File: src/rtl/llsc_pkg.sv
package llsc_pkg;
  typedef enum logic [2:0] {
    REQ_LOAD   = 3'd0,
    REQ_IFETCH = 3'd1,
    REQ_LL     = 3'd2,
    REQ_SC     = 3'd3,
    REQ_WRITE  = 3'd4,
    REQ_RMW_RD = 3'd5,
    REQ_RMW_WR = 3'd6
  } req_type_e;
endpackage

File: src/rtl/llsc_lock_table.sv
module llsc_lock_table #(
  parameter int unsigned ENTRIES = 8,
  parameter int unsigned LINE_W  = 26,
  parameter int unsigned ID_W    = 4
) (
  input  logic              clk_i,
  input  logic              rst_ni,
  input  logic              ll_i,
  input  logic              sc_i,
  input  logic              wr_i,
  input  logic [LINE_W-1:0] line_i,
  input  logic [ID_W-1:0]   id_i,
  output logic              hit_o
);
  localparam int unsigned PTR_W = (ENTRIES > 1) ? $clog2(ENTRIES) : 1;

  logic [ENTRIES-1:0] valid_q;
  logic [LINE_W-1:0]  line_q  [ENTRIES];
  logic [ID_W-1:0]    owner_q [ENTRIES];
  logic [PTR_W-1:0]   rr_q;

  logic [ENTRIES-1:0] line_match, own_match;

  for (genvar g = 0; g < ENTRIES; g++) begin : g_cmp
    assign line_match[g] = valid_q[g] && (line_q[g] == line_i);
    assign own_match[g]  = line_match[g] && (owner_q[g] == id_i);
  end

  assign hit_o = |own_match;

  logic             any_match, any_free;
  logic [PTR_W-1:0] match_idx, free_idx;

  always_comb begin
    any_match = 1'b0;
    any_free  = 1'b0;
    match_idx = '0;
    free_idx  = '0;
    for (int i = ENTRIES - 1; i >= 0; i--) begin
      if (line_match[i]) begin
        any_match = 1'b1;
        match_idx = PTR_W'(i);
      end
      if (!valid_q[i]) begin
        any_free = 1'b1;
        free_idx = PTR_W'(i);
      end
    end
  end

  always_ff @(posedge clk_i or negedge rst_ni) begin
    if (!rst_ni) begin
      valid_q <= '0;
      rr_q    <= '0;
      for (int i = 0; i < ENTRIES; i++) begin
        line_q[i]  <= '0;
        owner_q[i] <= '0;
      end
    end else if (ll_i) begin
      if (any_match) begin
        owner_q[match_idx] <= id_i;
      end else if (any_free) begin
        valid_q[free_idx] <= 1'b1;
        line_q[free_idx]  <= line_i;
        owner_q[free_idx] <= id_i;
      end else begin
        line_q[rr_q]  <= line_i;
        owner_q[rr_q] <= id_i;
        rr_q <= (rr_q == PTR_W'(ENTRIES - 1)) ? '0 : rr_q + 1'b1;
      end
    end else if (sc_i) begin
      valid_q <= valid_q & ~line_match;
    end else if (wr_i) begin
      valid_q <= valid_q & ~own_match;
    end
  end


  no_dup_line_chk: assert property (@(posedge clk_i) disable iff (!rst_ni)
    $onehot0(line_match));


  rr_range_chk: assert property (@(posedge clk_i) disable iff (!rst_ni)
    rr_q <= PTR_W'(ENTRIES - 1));


  sc_clears_chk: assert property (@(posedge clk_i) disable iff (!rst_ni)
    (sc_i && !ll_i && any_match) |=> !valid_q[$past(match_idx)]);
endmodule

File: src/rtl/llsc_rmw_block.sv
module llsc_rmw_block #(
  parameter int unsigned LINE_W = 26
) (
  input  logic              clk_i,
  input  logic              rst_ni,
  input  logic              set_i,
  input  logic              rel_i,
  input  logic [LINE_W-1:0] line_i,
  output logic              active_o,
  output logic [LINE_W-1:0] line_o
);
  always_ff @(posedge clk_i or negedge rst_ni) begin
    if (!rst_ni) begin
      active_o <= 1'b0;
      line_o   <= '0;
    end else if (set_i) begin
      active_o <= 1'b1;
      line_o   <= line_i;
    end else if (rel_i && active_o && line_o == line_i) begin
      active_o <= 1'b0;
    end
  end


  rmw_set_chk: assert property (@(posedge clk_i) disable iff (!rst_ni)
    set_i |=> (active_o && line_o == $past(line_i)));


  rmw_keep_chk: assert property (@(posedge clk_i) disable iff (!rst_ni)
    (active_o && !set_i && !(rel_i && line_i == line_o)) |=> active_o);
endmodule

File: src/rtl/llsc_monitor.sv
module llsc_monitor #(
  parameter int unsigned ADDR_W   = 32,
  parameter int unsigned OFFSET_W = 6,
  parameter int unsigned ID_W     = 4,
  parameter int unsigned ENTRIES  = 8
) (
  input  logic                       clk_i,
  input  logic                       rst_ni,
  input  logic                       req_valid_i,
  input  logic [2:0]                 req_type_i,
  input  logic [ADDR_W-1:0]          req_addr_i,
  input  logic [ID_W-1:0]            req_id_i,
  output logic                       rsp_valid_o,
  output logic                       rsp_success_o,
  output logic [ID_W-1:0]            rsp_id_o,
  output logic                       blk_active_o,
  output logic [ADDR_W-OFFSET_W-1:0] blk_line_o
);
  import llsc_pkg::*;

  localparam int unsigned LINE_W = ADDR_W - OFFSET_W;

  req_type_e         req_type;
  logic [LINE_W-1:0] line;
  logic              is_ll, is_sc, is_wr, is_rmw_rd, is_rmw_wr;
  logic              lock_hit;

  assign req_type  = req_type_e'(req_type_i);
  assign line      = req_addr_i[ADDR_W-1:OFFSET_W];
  wire   unused_offset = &{1'b0, req_addr_i[OFFSET_W-1:0]};

  assign is_ll     = req_valid_i && req_type == REQ_LL;
  assign is_sc     = req_valid_i && req_type == REQ_SC;
  assign is_wr     = req_valid_i && (req_type == REQ_WRITE || req_type == REQ_RMW_WR);
  assign is_rmw_rd = req_valid_i && req_type == REQ_RMW_RD;
  assign is_rmw_wr = req_valid_i && req_type == REQ_RMW_WR;

  llsc_lock_table #(
    .ENTRIES (ENTRIES),
    .LINE_W  (LINE_W),
    .ID_W    (ID_W)
  ) u_table (
    .clk_i  (clk_i),
    .rst_ni (rst_ni),
    .ll_i   (is_ll),
    .sc_i   (is_sc),
    .wr_i   (is_wr),
    .line_i (line),
    .id_i   (req_id_i),
    .hit_o  (lock_hit)
  );

  llsc_rmw_block #(
    .LINE_W (LINE_W)
  ) u_block (
    .clk_i    (clk_i),
    .rst_ni   (rst_ni),
    .set_i    (is_rmw_rd),
    .rel_i    (is_rmw_wr),
    .line_i   (line),
    .active_o (blk_active_o),
    .line_o   (blk_line_o)
  );

  always_ff @(posedge clk_i or negedge rst_ni) begin
    if (!rst_ni) begin
      rsp_valid_o   <= 1'b0;
      rsp_success_o <= 1'b0;
      rsp_id_o      <= '0;
    end else begin
      rsp_valid_o <= req_valid_i;
      if (req_valid_i) begin
        rsp_success_o <= !is_sc || lock_hit;
        rsp_id_o      <= req_id_i;
      end
    end
  end


  rsp_pulse_chk: assert property (@(posedge clk_i) disable iff (!rst_ni)
    req_valid_i |=> (rsp_valid_o && rsp_id_o == $past(req_id_i)));


  rsp_idle_chk: assert property (@(posedge clk_i) disable iff (!rst_ni)
    !req_valid_i |=> !rsp_valid_o);


  non_sc_ok_chk: assert property (@(posedge clk_i) disable iff (!rst_ni)
    (req_valid_i && req_type != REQ_SC) |=> rsp_success_o);


  sc_twice_chk: assert property (@(posedge clk_i) disable iff (!rst_ni)
    is_sc |=> !lock_hit || !(is_sc && line == $past(line) && req_id_i == $past(req_id_i)));
endmodule

File: config.mk
export PLATFORM = sky130hd
export DESIGN_NAME = llsc_monitor
export DESIGN_NICKNAME = d
export VERILOG_FILES = /design/src/rtl/llsc_pkg.sv /design/src/rtl/llsc_lock_table.sv /design/src/rtl/llsc_rmw_block.sv /design/src/rtl/llsc_monitor.sv
export SDC_FILE = /design/constraint.sdc
export NUM_CORES = 1
export LEC_CHECK = 0
export BUFFER_PORTS_ARGS = -buffer_cell sky130_fd_sc_hd__buf_2
export CAP_MARGIN = 20
export CORE_ASPECT_RATIO = 1.75
export CORE_MARGIN = 2
export CORE_UTILIZATION = 52
export CTS_CLUSTER_SIZE = 12
export DETAILED_ROUTE_END_ITERATION = 6
export GPL_ROUTABILITY_DRIVEN = 0
export HOLD_SLACK_MARGIN = 0.1
export PLACE_DENSITY = 0.76
export SYNTH_ARGS = -nofsm -noshare
export SYNTH_HDL_FRONTEND = slang
export SYNTH_SLANG_ARGS = --single-unit
File: constraint.sdc
create_clock -name clk_i -period 3.1 [get_ports clk_i]
set_clock_uncertainty 0.1 [all_clocks]
set_input_delay 0 -clock clk_i [delete_from_list [all_inputs] [get_ports clk_i]]
set_output_delay 0 -clock clk_i [all_outputs]
set_load 0.01 [all_outputs]
# Yosys cells after proc, flatten, opt, wreduce, memory -nomap -nowiden
# Index checks and enable logic that the tools add are counted.
# word_totals
regBits	284
input_bits	42
output_inout_bits	33
elab_cells	163
# op_classes
add_sub_neg	1
magnitude_cmp	8
eq_ne	25
mux	60
n_bitwise	10
n_reduce_logical	36
# op_table
op	n
$bwmux W208	2
$eq A26 B26 Y1	9
$mux W208	1
$demux W26 S3	2
$bwmux W32	3
$mux W32	2
$mux W26	2
$mux W3	17
$mux W8	5
$demux W4 S3	3
$eq A4 B4 Y1	8
$logic_and A1 B1 Y1	27
$mux W1	19
$and A8 B8 Y8	2
$not A8 Y8	2
$eq A3 B3 Y1 const B	4
$ge A4 B4 Y1 const B	3
$lt A4 B1 Y1 const B	3
$mux W4	3
$not A3 Y4	3
$or A8 B8 Y8	1
$reduce_or A8 Y1	1
$eq A3 B2 Y1 const B	2
$reduce_and A3 Y1	2
12 further kinds	14

# Logic depth before layout (Yosys ltp)
# Gate-level depths: netlist (run 1).
# depth
depth_word	17
ltp_mapped	12
depth_no_buf	8

# Modules after synthesis
# A second synthesis (run 1) with hierarchy kept.
# unflattened
hier_cells	1230
area_unflattened_um2	15194.6
# by_module_without_submodules
mod	instances	cells_per_inst	area_each_um2	seq_area_each_um2
llsc_lock_table	1	1117	13609.3	6281.0
llsc_rmw_block	1	93	1296.2	675.6
llsc_monitor	1	20	289.0	150.1

# Worst setup path after synthesis (run 1)
# No wires, ideal clock.
# synth_timing
kind	flip-flop to flip-flop
start	reg u_table.line_q[143] (netlist bit)
end	reg u_table.line_q[32] (netlist bit)
setup_time_ns	0.125
arrival_time_ns	2.649
required_time_ns	2.875
path_slack_ns	0.226
stages_incl_launch_ff	11
n_path_buf	2
synth_period_minus_slack_ns	2.874
path_cell_list	dfrtp_1 > xnor2_2 > nand4_1 > or4_1 > or4_4 > nand4_2 > or3_2 > buf_12 > nor2_4 > buf_6 > mux2_4
# synth_via
elab_chain_cells	7
# synth_lines
item	line	text
start, declared	llsc_lock_table.sv:18	logic [LINE_W-1:0] line_q [ENTRIES];
start signal, assigned by index	llsc_lock_table.sv:64	line_q[free_idx] <= line_i;
start signal, assigned by index	llsc_lock_table.sv:67	line_q[rr_q] <= line_i;
$eq A26 B26 Y1	llsc_lock_table.sv:25	assign line_match[g] = valid_q[g] && (line_q[g] == line_i);
$logic_and A1 B1 Y1	llsc_lock_table.sv:25	
$mux W1 (3 in a row)	llsc_lock_table.sv:40	if (line_match[i]) begin
$not A1 Y1 (no source line)	--	
$reduce_and A2 Y1 (no source line)	--	
# Every way passes these cells.
# A chain may end at the register's enable or synchronous reset.

# Worst setup path after layout (run 1)
# layout_timing
start	reg u_table.valid_q[7]
end	reg u_table.owner_q[7] (netlist bit)
# layout_via
elab_chain_cells	16
elab_cells_between_ends	49
classes_between	order compare (4); mux (40); bitwise (2); reduce/logical (3)
# layout_lines
item	line	text
start, declared	llsc_lock_table.sv:17	logic [ENTRIES-1:0] valid_q;
start signal, assigned	llsc_lock_table.sv:72	valid_q <= valid_q & ~line_match;
start signal, assigned	llsc_lock_table.sv:74	valid_q <= valid_q & ~own_match;
$mux W3 / $logic_and A1 B1 Y1 (equally long branches)	llsc_lock_table.sv:44, llsc_lock_table.sv:25	
$mux W3 (on tied branches) (7 in a row)	llsc_lock_table.sv:44, llsc_lock_table.sv:40	
$not A3 Y4 (implied by the code) / $mux W3 (equally long branches)	llsc_lock_table.sv:65, llsc_lock_table.sv:40	
$ge A4 B4 Y1 (implied by the code) (tied with other cells)	llsc_lock_table.sv:65	owner_q[free_idx] <= id_i;
$logic_and A1 B1 Y1 (implied by the code) (tied with other cells)	llsc_lock_table.sv:65	
$mux W4 (implied by the code) / $logic_and A1 B1 Y1 (equally long branches)	llsc_lock_table.sv:65, llsc_lock_table.sv:61	
$demux W4 S3 / $mux W4 (equally long branches)	llsc_lock_table.sv:65, llsc_lock_table.sv:61	
$bwmux W32 / $demux W4 S3 (equally long branches)	llsc_lock_table.sv:65, llsc_lock_table.sv:61	
$mux W32 / $bwmux W32 (equally long branches)	llsc_lock_table.sv:62, llsc_lock_table.sv:61	
$mux W32 (*)	llsc_lock_table.sv:60	if (any_match) begin
end signal, assigned by index	llsc_lock_table.sv:61	owner_q[match_idx] <= id_i;
end signal, assigned by index	llsc_lock_table.sv:65	
end signal, assigned by index	llsc_lock_table.sv:68	owner_q[rr_q] <= id_i;
end, declared	llsc_lock_table.sv:19	logic [ID_W-1:0] owner_q [ENTRIES];
# Every way passes the cells marked *; elsewhere a longest branch is shown, timed or not.

==> results by stage, run 1 <==
Outcome:
- The run finished with clean final reports.

Yosys:
- Counting instances in the post-synthesis netlist gives the leading cell types as dfrtp_1 (284), mux2_2 (172), xnor2_1 (144).
- The top cell type by total area after synthesis is dfrtp_1.
- The post-synthesis cell area is between 15000 and 20000 um2.
- Synthesis produced a netlist with a net count of 1270.
- The number of synthesized flops with an enable pin is 0.
- After synthesis, flip-flops and latches occupy 46.2% of the total area.
- The portion of synthesized cell area occupied by the leading cell type is 46.2%.
- Yosys instantiated no cell more often than dfrtp_1.
- For this run, the number of Yosys warnings is 0.
- The count of different cell masters after synthesis is 67.
- By area the synthesized netlist is led by dfrtp_1 (46%), mux2_2 (13%), mux2_4 (9.8%).
- The main flop type after synthesis is dfrtp_1.
- Counting flops and latches in the post-synthesis netlist gives 284.
- The number of instances in the synthesized netlist is ~1200.
- After synthesis, the mean cell area works out to 12.6 um2.
- After synthesis, the share of flip-flops with an asynchronous set or reset is 100%.

Pwr:
- Cell internal power was estimated by the tool at 7.09 mW.
- Net switching is 28.1% of the power.
- The switching power is 2.77 mW.
- The maximum VDD drop is 458 uV.
- The reported leakage power is 8.59 nW.
- The part of the total power dissipated in combinational logic is 22.1%.
- The clock network accounts for 32.0% of the total power.
- Sequential cells burn 45.9% of the power.
- The total power divided by cell area is ~520 nW/um2.

Final layout:
- The layout cell share with drive strength beyond 1 is 41.8%.
- The number of standard cells in the layout, taps in and fillers out is 1869.
- The fill cell total of the finished layout is approximately 2100.
- The antenna diode count is 0.
- The area growth from synthesis to final layout is 23.4%.
- The final layout net count is 1524.
- Measured on the finished design, the core utilization comes to 64.9%.

Floorplanning:
- The number of top-level pins is 75.
- The initial utilization of the core area, before any placement, comes to a little over half.
- The placeable core area is 29300 um2.
- The die is 232 um tall.
- The area of the die is 31100 um2.
- The number of cell rows is 83.
- The horizontal die dimension is 134 um.

Worst setup path:
- The capturing point of the worst reg2reg path is u_table.owner_q[7]$_DFFE_PN0P_.
- The worst setup path is captured at a flip-flop.
- In this run the worst path has a maximum fanout of 6.
- The cell depth of the worst flop-to-flop path is 10.
- The worst endpoint required time is about 3400 ps.
- The critical path ends at u_table.owner_q[7]$_DFFE_PN0P_.
- The minimum setup slack among reg-to-reg paths is ~19 ps.
- The startpoint identified for the worst register-to-register timing path is u_table.valid_q[7]$_DFFE_PN0P_.
- The arrival time at the worst endpoint is 3420 ps.
- The timing startpoint of the critical path is u_table.valid_q[7]$_DFFE_PN0P_.
- The nature of the critical path startpoint is a flip-flop.
- By startpoint and endpoint, the worst setup path is classified as flip-flop to flip-flop.

Timing:
- The clock period could shrink to 3080 ps.
- The final clock period utilization by the worst path is 99.4%.
- In this run the tightest slew margin relative to its limit is 28.1%.
- Setup violations remaining at the end of the flow were counted as 0.
- The sum of negative setup slack is 0 ps.
- The highest attainable clock frequency is 0.325 GHz.
- The final-report max-slew violation count is 0.
- The final number of hold-violating endpoints is 0.
- At the pin with the least slew margin, the transition time is around 1100 ps.
- Hold is met by 219 ps.
- After layout, the worst setup slack is 18.5 ps.

Drt:
- Routed signal wires occupy layers up through met5.
- The iteration-0 DRC count of the detailed router is approximately 710.
- Detailed routing placed a total of 21900 um of wire on met2.
- Before antenna repair, the detailed router went through 5 iterations.
- After detailed routing, the wire length on met1 is ~16000 um.
- Dividing the detail-routed wire length by the instance count gives 22.9 um.
- In this run the remaining antenna-violating nets after routing total 0.
- Summed over all nets, wire length on met3 after detailed routing comes to 2080 um.
- The routed design has 42800 um of wire.
- The detailed router placed 11068 vias in this run.
- In the routed layout, each cell is associated on average with a via count of 5.92.
- In the routed design, unresolved DRC markers number 0.

Global routing:
- For this run, the total global-route usage over all layers was measured as 27.7%.
- The via count of the first global-routing pass is ~12000.
- Summed over all layers, the global routing overflow is 0.
- The pin count of the biggest net entering global routing is 100.
- The initial antenna violation count is 1.
- The first global-routing pass estimated 65900 um of wire.

Placement:
- The number of placed instances, taps included, is 1778.
- Buffers placed on the I/O ports in this run total 68.
- The placed wire-length estimate is just under 30000 um.
- The post-placement worst setup slack is -316 ps.

Min path:
- The startpoint of the lowest-slack hold path is req_valid_i.
- The min-delay analysis places its worst path in the category input port to flip-flop.
- The hold-critical path depth is 3.

Run:
- Across the run, the number of max-cap violations was 0.

Clocking:
- In this run the number of H-tree levels came out at 1.
- TritonCTS created 28 clock buffers.
- The latest clock arrival within the worst-skew pair is 560 ps.
- The clock sink count is roughly 280.
- The clock tree buffer depth is 3.
- CTS placed an instance of clkbuf_16 at the clock tree root.
- The register clock-pin slew on the reported worst setup and hold paths is 60 ps.
- TritonCTS built the clock tree.
==> layout by cell type (no fill, tap or decap), types with 14 or more instances in the layout <==
| cell | instances |
|---|---|
| buf_12 | 27 |
| o21ai_0 | 14 |
| dfrtp_1 | 283 |
| nor4_1 | 38 |
| mux2_2 | 171 |
| a21boi_0 | 14 |
| buf_4 | 172 |
| xnor2_1 | 140 |
| buf_2 | 66 |
| nand2_1 | 21 |
| nor2_1 | 25 |
| dlygate4sd3_1 | 36 |
| nand4_1 | 75 |
| xor2_1 | 119 |
| mux2_4 | 101 |
| clkbuf_16 | 29 |
==> critical path: stages, from the launching register on <==
cell and delay, ps:
dfrtp_1 480, nand2b_1 180, a21boi_0 150, o21ai_0 160, a21o_1 290, a21oi_1 610, buf_4 260, nand2_1 70
o211ai_1 130, buf_4 190, mux2_2 330
==> layout make-up <==
type	instances	area, um2	share of cell area [%]
Sequential cell	284	7110	37.4
Tap cell	382	478	2.52
Timing Repair Buffer	305	2570	13.5
Multi-Input combinational cell	854	8020	42.2
Inverter	7	26.3	0.138
Clock inverter	2	10.0	0.0527
Clock buffer	35	788	4.15
==> registers in the layout (all words and copies together), names as in the netlist, 3 cells and up <==
name and count:
u_table.owner_q 32, u_block.line_o 26, u_table.valid_q 8, rsp_id_o 4, u_table.line_q 208, u_table.rr_q 3
==> metal layers <==
| layer | GRT usage (%) | vias to the layer above |
|---|---|---|
| met1 | 31.6 | 5593 |
| met5 | 0 | - |
| met2 | 49.3 | 439 |
| met3 | 3.46 | 154 |
| met4 | 16.6 | 2 |
| li1 | - | 4880 |
==> logic make-up after synthesis <==
logic type               Yosys count  synth area share (%)
flip-flops                       284                  46.2
multiplexers                     273                  22.4
XOR/XNOR                         267                  15.3
AND/OR/NAND/NOR                  238                  9.59
buffers and inverters             93                  3.23
AO/OA/AOI/OAI                     69                  3.13
adder cells (fa/ha/maj)            2                 0.163
==> power groups by stage <==
stage	logic, mW	clock network [mW]	registers, mW
floorplan	1.28	0	4.53
global placement	2.00	0	4.55
detailed placement	2.06	0	4.57
CTS	2.15	3.20	4.52
global route	2.33	3.32	4.57
finish	2.17	3.16	4.53
==> repair_timing <==
item	4_1_cts	5_1_grt
resized for setup	12	22
setup endpoints to repair	184	166
gates cloned	5	0
endpoints found under the hold margin	554	0
buffers inserted	5	8
pin swaps	8	4
hold buffers	36	0
==> worst min path at each step <==
stage / end / slack [ps]
after CTS: u_table.line_q[34]$_DFFE_PN0P_ / 170
after floorplan: rsp_id_o[0]$_DFFE_PN0P_ / -400
after global routing: rsp_valid_o$_DFF_PN0_ / 240
final: rsp_valid_o$_DFF_PN0_ / 220
after global placement: u_table.line_q[22]$_DFFE_PN0P_ / 10
after detailed placement: u_table.line_q[0]$_DFFE_PN0P_ / 10
==> metrics by stage <==
stage | cell area [um2] | power (mW)
2_1_floorplan | 15400 | 5.81
3_3_place_gp | 17500 | 6.54
6_report | 19000 | 9.86
4_1_cts | 18800 | 9.87
3_5_place_dp | 17500 | 6.63
5_1_grt | 19000 | 10.2
No activity file was read; power rests on OpenSTA's default activity.
==> run 2, diff against run 1 <==
- CORE_MARGIN: 2 -> default
==> run 2 against run 1 <==
The flow now finishes with violations (negative setup slack). Fmax shrank 3.1%. Utilization grew 0.71 points. Sequential share of layout area shrank 0.27 points. First-iteration DRC count grew 7.9%. Non-clock buffer count shrank 7. Critical path type unchanged.
==> results by stage, run 2 (synthesis gave the netlist of run 1 again) <==
Worst setup path:
- The largest driver fanout on the critical path is 13 (+7).
- Walking the worst path, the cells encountered are xnor2_1 > nand4_1 > or4_1 > or4_4 > nand4_2 > or3_4 > buf_12 > nor2_4 > mux2_4.
- The highest-delay cell along the critical path is or4_4.
- The sort of element at the end of the critical path is a flip-flop.
- The arrival time at the worst endpoint came to 3520 ps (+100 ps).
- STA classifies the critical path startpoint as a flip-flop.
- The family of cells with the greatest summed delay on the critical path is simple AND/OR/NAND/NOR gates.
- The category of the critical setup timing path is flip-flop to flip-flop.
- The count of buffering cells on the critical path with inverters included is 1 (-1).
- The worst endpoint required time is 3440 ps (about the same).
- The delay contributed by the slowest stage of the critical path was 590 ps (-20 ps).

Final layout:
- The most frequent standard cell in the layout excluding fill and tap cells is dfrtp_1.
- The antenna diode count is 0 (unchanged).
- In the layout the commonest cells are dfrtp_1 (283), mux2_2 (159), buf_4 (158).
- The area growth from synthesis to final layout is 24.3%.
- The final layout net count is 1523 (-0.066%).
- The fill cell total of the finished layout is 2081 (-1.6%).
- The largest registers in the layout are u_table.line_q (208), u_table.owner_q (32), u_block.line_o (26).
- The register ranked first by flip-flop count is u_table.line_q.
- The final non-filler cell area was 19100 um2 (+0.73%).
- The number of flip-flops under the largest register name is 208 (unchanged).
- The layout cell share with drive strength beyond 1 is 41.5% (-0.30 points).

Timing:
- The worst setup slack after layout is -80.2 ps (-98.7 ps).
- The worst relative slew slack is 4.78% (-23 points).
- The final clock period utilization by the worst path is 103% (+3.2 points).
- The slew of the pin with the lowest slew margin is 1410 ps (+331 ps).
- The sum of negative setup slack was -4670 ps (-4670 ps).
- The final number of hold-violating endpoints was 0 (unchanged).
- The post-route minimum period was 3180 ps (+98.7 ps).
- The highest attainable clock frequency was 0.314 GHz (-3.1%).
- The final-report max-slew violation count is 0 (unchanged).
- The count of final setup violators is 110 (+110).
- Setup repair after global routing could not meet its margin everywhere.

Placement:
- The placed wire-length estimate is 30200 um (+2.0%).
- The placed cell area is 17500 um2 (-0.24%).
- The number of buffers added on ports is 68 (unchanged).

Floorplanning:
- The starting density of the core was 52.8% (+0.19 points).
- The number of top-level pins is 75 (unchanged).
- The placeable core area is 29200 um2 (-0.35%).
- The area of the die is 30300 um2 (-2.3%).
- The number of cell rows is 83 (unchanged).
- The horizontal die dimension is 132 um (-1.5%).
- The die boundary height was 230 um (-0.86%).

Clocking:
- The clock tree buffer depth came to 3 (unchanged).
- The latest clock arrival within the worst-skew pair was 560 ps (about the same).
- TritonCTS built the clock tree.
- The clock sink count is 284 (unchanged).
- The depth of the CTS H-tree was 1 (unchanged).
- The register clock-pin slew on the reported worst setup and hold paths came to 60 ps (about the same).
- The library cell used as clock root buffer is clkbuf_16.
- The number of CTS-inserted buffers is 28 (unchanged).

Drt:
- The post-detailed-route DRC marker count was 0 (unchanged).
- The total wire length after detailed routing is 45900 um (+7.1%).
- The total via count in the routed design was 11289 (+2.0%).
- The post-detailed-route via-to-cell ratio is 6.04 (+1.9%).
- The iteration-0 DRC count of the detailed router is 768 (+7.9%).
- The iteration count of the initial detailed-routing pass is 7 (+2).
- The remaining antenna violation count came to 0 (unchanged).
- The routed length per instance is 24.5 um (+7.1%).

Global routing:
- The pin count of the biggest net entering global routing is 97 (-3.0%).
- The first-pass GRT wire length is 69400 um (+5.3%).
- The final global-route overflow total is 0 (unchanged).
- The via count of the first global-routing pass is 12091 (+3.7%).
- The global-route total usage across every layer is 30.2% (+2.5 points).
- The initial antenna violation count is 0 (-1).

Run:
- The max-cap violation count is 0 (unchanged).

Pwr:
- The total power divided by cell area is 521 nW/um2 (+0.30%).
- The maximum VDD drop is 582 uV (+27%).
- The reported leakage power is 8.65 nW (+0.65%).

Outcome:
- The run finished, with violations left.
- The checks that failed: negative setup slack.

Min path:
- The class of the worst hold path is input port to flip-flop.
[run 2: cell types whose count changed in the layout (fill, tap and decap cells not counted), moves of 3 or more]
cell      previous run  this run
clkbuf_1             2         6
mux2_4             101       113
nor2_4              10        14
buf_4              172       158
mux2_2             171       159
a21boi_1             0         3
a21boi_0            14         9
[run 2: timing repair]
action                                 CTS  global route
setup endpoints to repair              212           215
endpoints found under the hold margin  537             0
gates resized for setup                 14            47
buffers inserted                         1             6
gates cloned                             5             8
hold buffers                            38             0
pin swaps                                7            24
[run 2: cell type report]
type / instances / area [um2] / share of cell area [%]
Clock inverter: 1 / 30.0 / 0.157
Inverter: 7 / 26.3 / 0.137
Multi-Input combinational cell: 860 / 8120 / 42.4
Tap cell: 382 / 478 / 2.50
Sequential cell: 284 / 7110 / 37.1
Timing Repair Buffer: 298 / 2580 / 13.5
Clock buffer: 38 / 790 / 4.13
[run 2: path summary, 6_finish.rpt]
check / from / endpoint / slack, ps / cells after the start
max in group asynchronous: rst_ni / u_table.line_q[157]$_DFFE_PN0P_ / 1440 / 4
min in group asynchronous: rst_ni / u_table.line_q[24]$_DFFE_PN0P_ / 490 / 3
setup / recovery: u_table.line_q[155]$_DFFE_PN0P_ / u_table.line_q[166]$_DFFE_PN0P_ / -80 / 9
setup reg to reg: u_table.line_q[155]$_DFFE_PN0P_ / u_table.line_q[166]$_DFFE_PN0P_ / -80 / 9
hold / removal: req_valid_i / rsp_valid_o$_DFF_PN0_ / 170 / 2
hold reg to reg: rsp_id_o[2]$_DFFE_PN0P_ / rsp_id_o[2]$_DFFE_PN0P_ / 400 / 1
[run 2: report_power, final]
group,switching [mW],internal (mW)
logic,1.03,1.17
clock network,1.41,1.83
registers,0.373,4.16
[run 2: layer usage]
layer	track usage, %	share of wire, %	up-vias	routed length, um
met3	4.87	5.7	242	2630
met1	31.9	35	5666	15800
li1	-	-	4882	-
met2	52.5	50	499	22900
met5	0	0	-	0
met4	25.1	9.8	0	4500
[run 2: metrics by stage]
stage	setup WS (ps)	instances	hold slack [ps]	power (mW)	utilization (%)
2_1_floorplan	226	1226	-396	5.81	-
4_1_cts	-97.6	1857	161	9.91	64.4
3_5_place_dp	-285	1774	-3.54	6.61	59.9
5_1_grt	-149	1870	186	10.3	65.6
3_3_place_gp	-240	1774	-3.75	6.52	59.9
6_report	-80.2	1870	172	9.96	65.6
==> run 3, diff against run 2 <==
- BUFFER_PORTS_ARGS: -buffer_cell sky130_fd_sc_hd__buf_2 -> default
- DONT_BUFFER_PORTS: default -> 1
- PLACE_DENSITY: 0.76 -> 0.74
- clock period: 3.1 -> 3.4 ns (I/O delays scaled with it)
==> run 3 against run 2 <==
The run ends with negative hold slack left. Utilization decreased by 6.8 points. Critical path depth unchanged. First-iteration DRC count decreased by 15%. Hold slack got worse by 1100 ps. Sequential share of layout area increased by 4.3 points. Die area unchanged. Sequential power fell by 7.9%. Critical endpoint is now u_table.line_q[36]$_DFFE_PN0P_. Largest cell class unchanged. Highest routed layer unchanged.
==> results by stage, run 3 (synthesis gave the netlist of run 1 again) <==
Worst setup path:
- The nature of the critical path startpoint is an input port.
- The minimum setup slack among reg-to-reg paths was 100 ps (+180 ps).
- The worst setup path is captured at a flip-flop.
- The critical path depth in cells is 9 (unchanged).
- The timing startpoint of the critical path is req_addr_i[18].
- Among the stages of the critical path, the cell type that occurs most often is nand2_1.
- The delay contributed by the slowest stage of the critical path is 1130 ps (+540 ps).
- The highest-delay cell along the critical path is dlygate4sd3_1.
- The count of buffering cells on the critical path with inverters included was 1 (unchanged).
- The worst endpoint required time is 3750 ps (+310 ps).
- The last element of the critical path is u_table.line_q[36]$_DFFE_PN0P_.
- The critical path is of the input port to flip-flop type.
- The worst register-to-register path ends at rsp_success_o$_DFFE_PN0P_.
- The largest driver fanout on the critical path is 26 (+13).
- The origin of the critical flop-to-flop path is u_table.line_q[141]$_DFFE_PN0P_.
- The arrival time at the worst endpoint is 3650 ps (+130 ps).
- The cell depth of the worst flop-to-flop path came to 8 (-1).
- Walking the worst path, the cells encountered are dlygate4sd3_1 > xnor2_1 > nand4_1 > nor4_1 > nand2_1 > nand2_1 > or3_4 > nor2_4 > mux2_4.
- The family of cells with the greatest summed delay on the critical path is simple AND/OR/NAND/NOR gates.

Global routing:
- The initial antenna violation count is 0 (unchanged).
- The global-route total usage across every layer came to 30.6% (+0.47 points).
- The final global-route overflow total is 0 (unchanged).
- The pin count of the biggest net entering global routing is 285 (+190%).
- The via count of the first global-routing pass was 10994 (-9.1%).
- The first-pass GRT wire length was 68300 um (-1.6%).

Floorplanning:
- The starting density of the core is 52.8% (unchanged).
- The number of top-level pins came to 75 (unchanged).
- The area of the die came to 30300 um2 (unchanged).
- The number of cell rows is 83 (unchanged).
- The placeable core area is 29200 um2 (unchanged).
- The horizontal die dimension came to 132 um (unchanged).
- The die boundary height is 230 um (unchanged).

Timing:
- The worst setup slack after layout is 103 ps (+183 ps).
- The highest attainable clock frequency is 0.303 GHz.
- The worst relative slew slack is 32.7% (+28 points).
- The final-report max-slew violation count is 0 (unchanged).
- The worst path uses 97.0% of the clock period.
- The worst path needs 3300 ps of the cycle, external delays included.
- The hold slack is -962 ps (-1130 ps).
- The slew of the pin with the lowest slew margin is 996 ps (-413 ps).
- The final number of hold-violating endpoints is 284 (+284).
- The count of final setup violators came to 0 (-100%).

Final layout:
- The fill cell total of the finished layout is 2283 (+9.7%).
- The layout cell share with drive strength beyond 1 was 28.1% (-13 points).
- The area growth from synthesis to final layout is 11.4%.
- The final layout net count came to 1311 (-14%).
- In the final layout, the registers with the most flip-flops are u_table.line_q (208), u_table.owner_q (32), u_block.line_o (26).
- The number of flip-flops under the largest register name is 208 (unchanged).
- The register ranked first by flip-flop count is u_table.line_q.
- The final non-filler cell area is 17100 um2 (-10%).
- The most frequent standard cell in the layout excluding fill and tap cells is dfrtp_1.
- The number of standard cells in the layout, taps in and fillers out is 1656 (-11%).
- The antenna diode count is 0 (unchanged).
- The post-route core utilization is 58.8% (-6.8 points).
- The library cells used most frequently in the layout, excluding fill and tap cells, are dfrtp_1 (284), mux2_2 (172), xnor2_1 (142).

Clocking:
- The CTS tree is done.
- The register clock-pin slew on the reported worst setup and hold paths was 60 ps (about the same).
- The depth of the CTS H-tree is 1 (unchanged).
- The latest clock arrival within the worst-skew pair came to 560 ps (about the same).
- The clock tree buffer depth is 3 (unchanged).
- The cell sitting at the root of the clock tree is a clkbuf_16.
- The number of CTS-inserted buffers is 28 (unchanged).
- The hold-fix buffer count after cts is 71 (+87%).
- The clock sink count came to 284 (unchanged).

Drt:
- The remaining antenna violation count came to 0 (unchanged).
- The total via count in the routed design was 10382 (-8.0%).
- The post-detailed-route DRC marker count was 0 (unchanged).
- The iteration count of the initial detailed-routing pass is 5 (-2).
- The routed length per instance was 27.6 um (+12%).
- The total wire length after detailed routing was 45600 um (-0.53%).
- The iteration-0 DRC count of the detailed router is 656 (-15%).
- The post-detailed-route via-to-cell ratio is 6.27 (+3.9%).

Pwr:
- The reported leakage power is 7.44 nW (-14%).
- The total power divided by cell area is 495 nW/um2 (-4.9%).
- The maximum VDD drop was 465 uV (-20%).

Outcome:
- The run finished, with violations left.
- The checks that failed: negative hold slack.

Run:
- The max-cap violation count is 0 (unchanged).

Placement:
- The post-placement worst setup slack is 37.0 ps (+322 ps).
- The number of instances in the placed design came to 1543 (-13%).
- The number of buffers added on ports is 0 (-100%).
- The placed wire-length estimate is 24200 um (-20%).
- The placed cell area was 15600 um2 (-11%).

Min path:
- The class of the worst hold path is input port to asynchronous set/reset pin.
[run 3: cell count changes in the layout (fill, tap and decap cells not counted), moves of 5 or more]
cell and change:
dlygate4sd3_1 +32, buf_2 -67, mux2_2 +13, buf_12 -27, a21boi_0 +5, buf_4 -133
mux2_4 -13, nor2_4 -9
[run 3: report_power, final]
| group | internal [mW] | leakage (nW) | switching [mW] |
|---|---|---|---|
| combinational | 0.906 | 3.30 | 0.621 |
| clock | 1.52 | 0.382 | 1.29 |
| sequential | 3.79 | 3.76 | 0.377 |
| total | 6.21 | 7.44 | 2.29 |
[run 3: worst min path at each step]
stage | start | end | slack [ps] | cells past startpoint
after floorplan | rst_ni | rsp_id_o[0]$_DFFE_PN0P_ | -400 | 0
after global placement | rst_ni | u_table.line_q[17]$_DFFE_PN0P_ | -380 | 0
after detailed placement | rst_ni | u_table.line_q[20]$_DFFE_PN0P_ | -380 | 0
after CTS | rst_ni | u_table.valid_q[5]$_DFFE_PN0P_ | -970 | 0
after global routing | rst_ni | u_table.line_q[24]$_DFFE_PN0P_ | -990 | 0
final | rst_ni | u_table.line_q[18]$_DFFE_PN0P_ | -960 | 0
[run 3: metrics by stage]
step,hold slack [ps],power (mW),TNS (ps)
after global routing,-986,8.80,-39.2
after floorplan,-396,5.29,0
final,-962,8.49,0
after global placement,-377,5.38,0
after CTS,-967,8.47,0
after detailed placement,-375,5.43,0
[run 3: routing by layer]
metal  global-route usage (%)  vias to the layer above  wire [um]
met2                     49.9                      471      21700
met4                     26.9                        0       4520
met1                     34.7                     5251      16600
met5                        0                        -          0
li1                         -                     4437          -
met3                     5.29                      223       2820
[run 3: repair_timing]
action | 4_1_cts | 5_1_grt
gates resized for setup | 0 | 7
setup endpoints to repair | 0 | 139
endpoints found under the hold margin | 565 | 284
setup buffers | 0 | 5
[run 3: cell type report]
class	instances	area (um2)	area share, %
Multi-Input combinational cell	849	7840	45.7
Sequential cell	284	7110	41.4
Timing Repair Buffer	97	931	5.43
Clock buffer	33	739	4.31
Tap cell	382	478	2.79
Clock inverter	4	31.3	0.182
Inverter	7	26.3	0.153
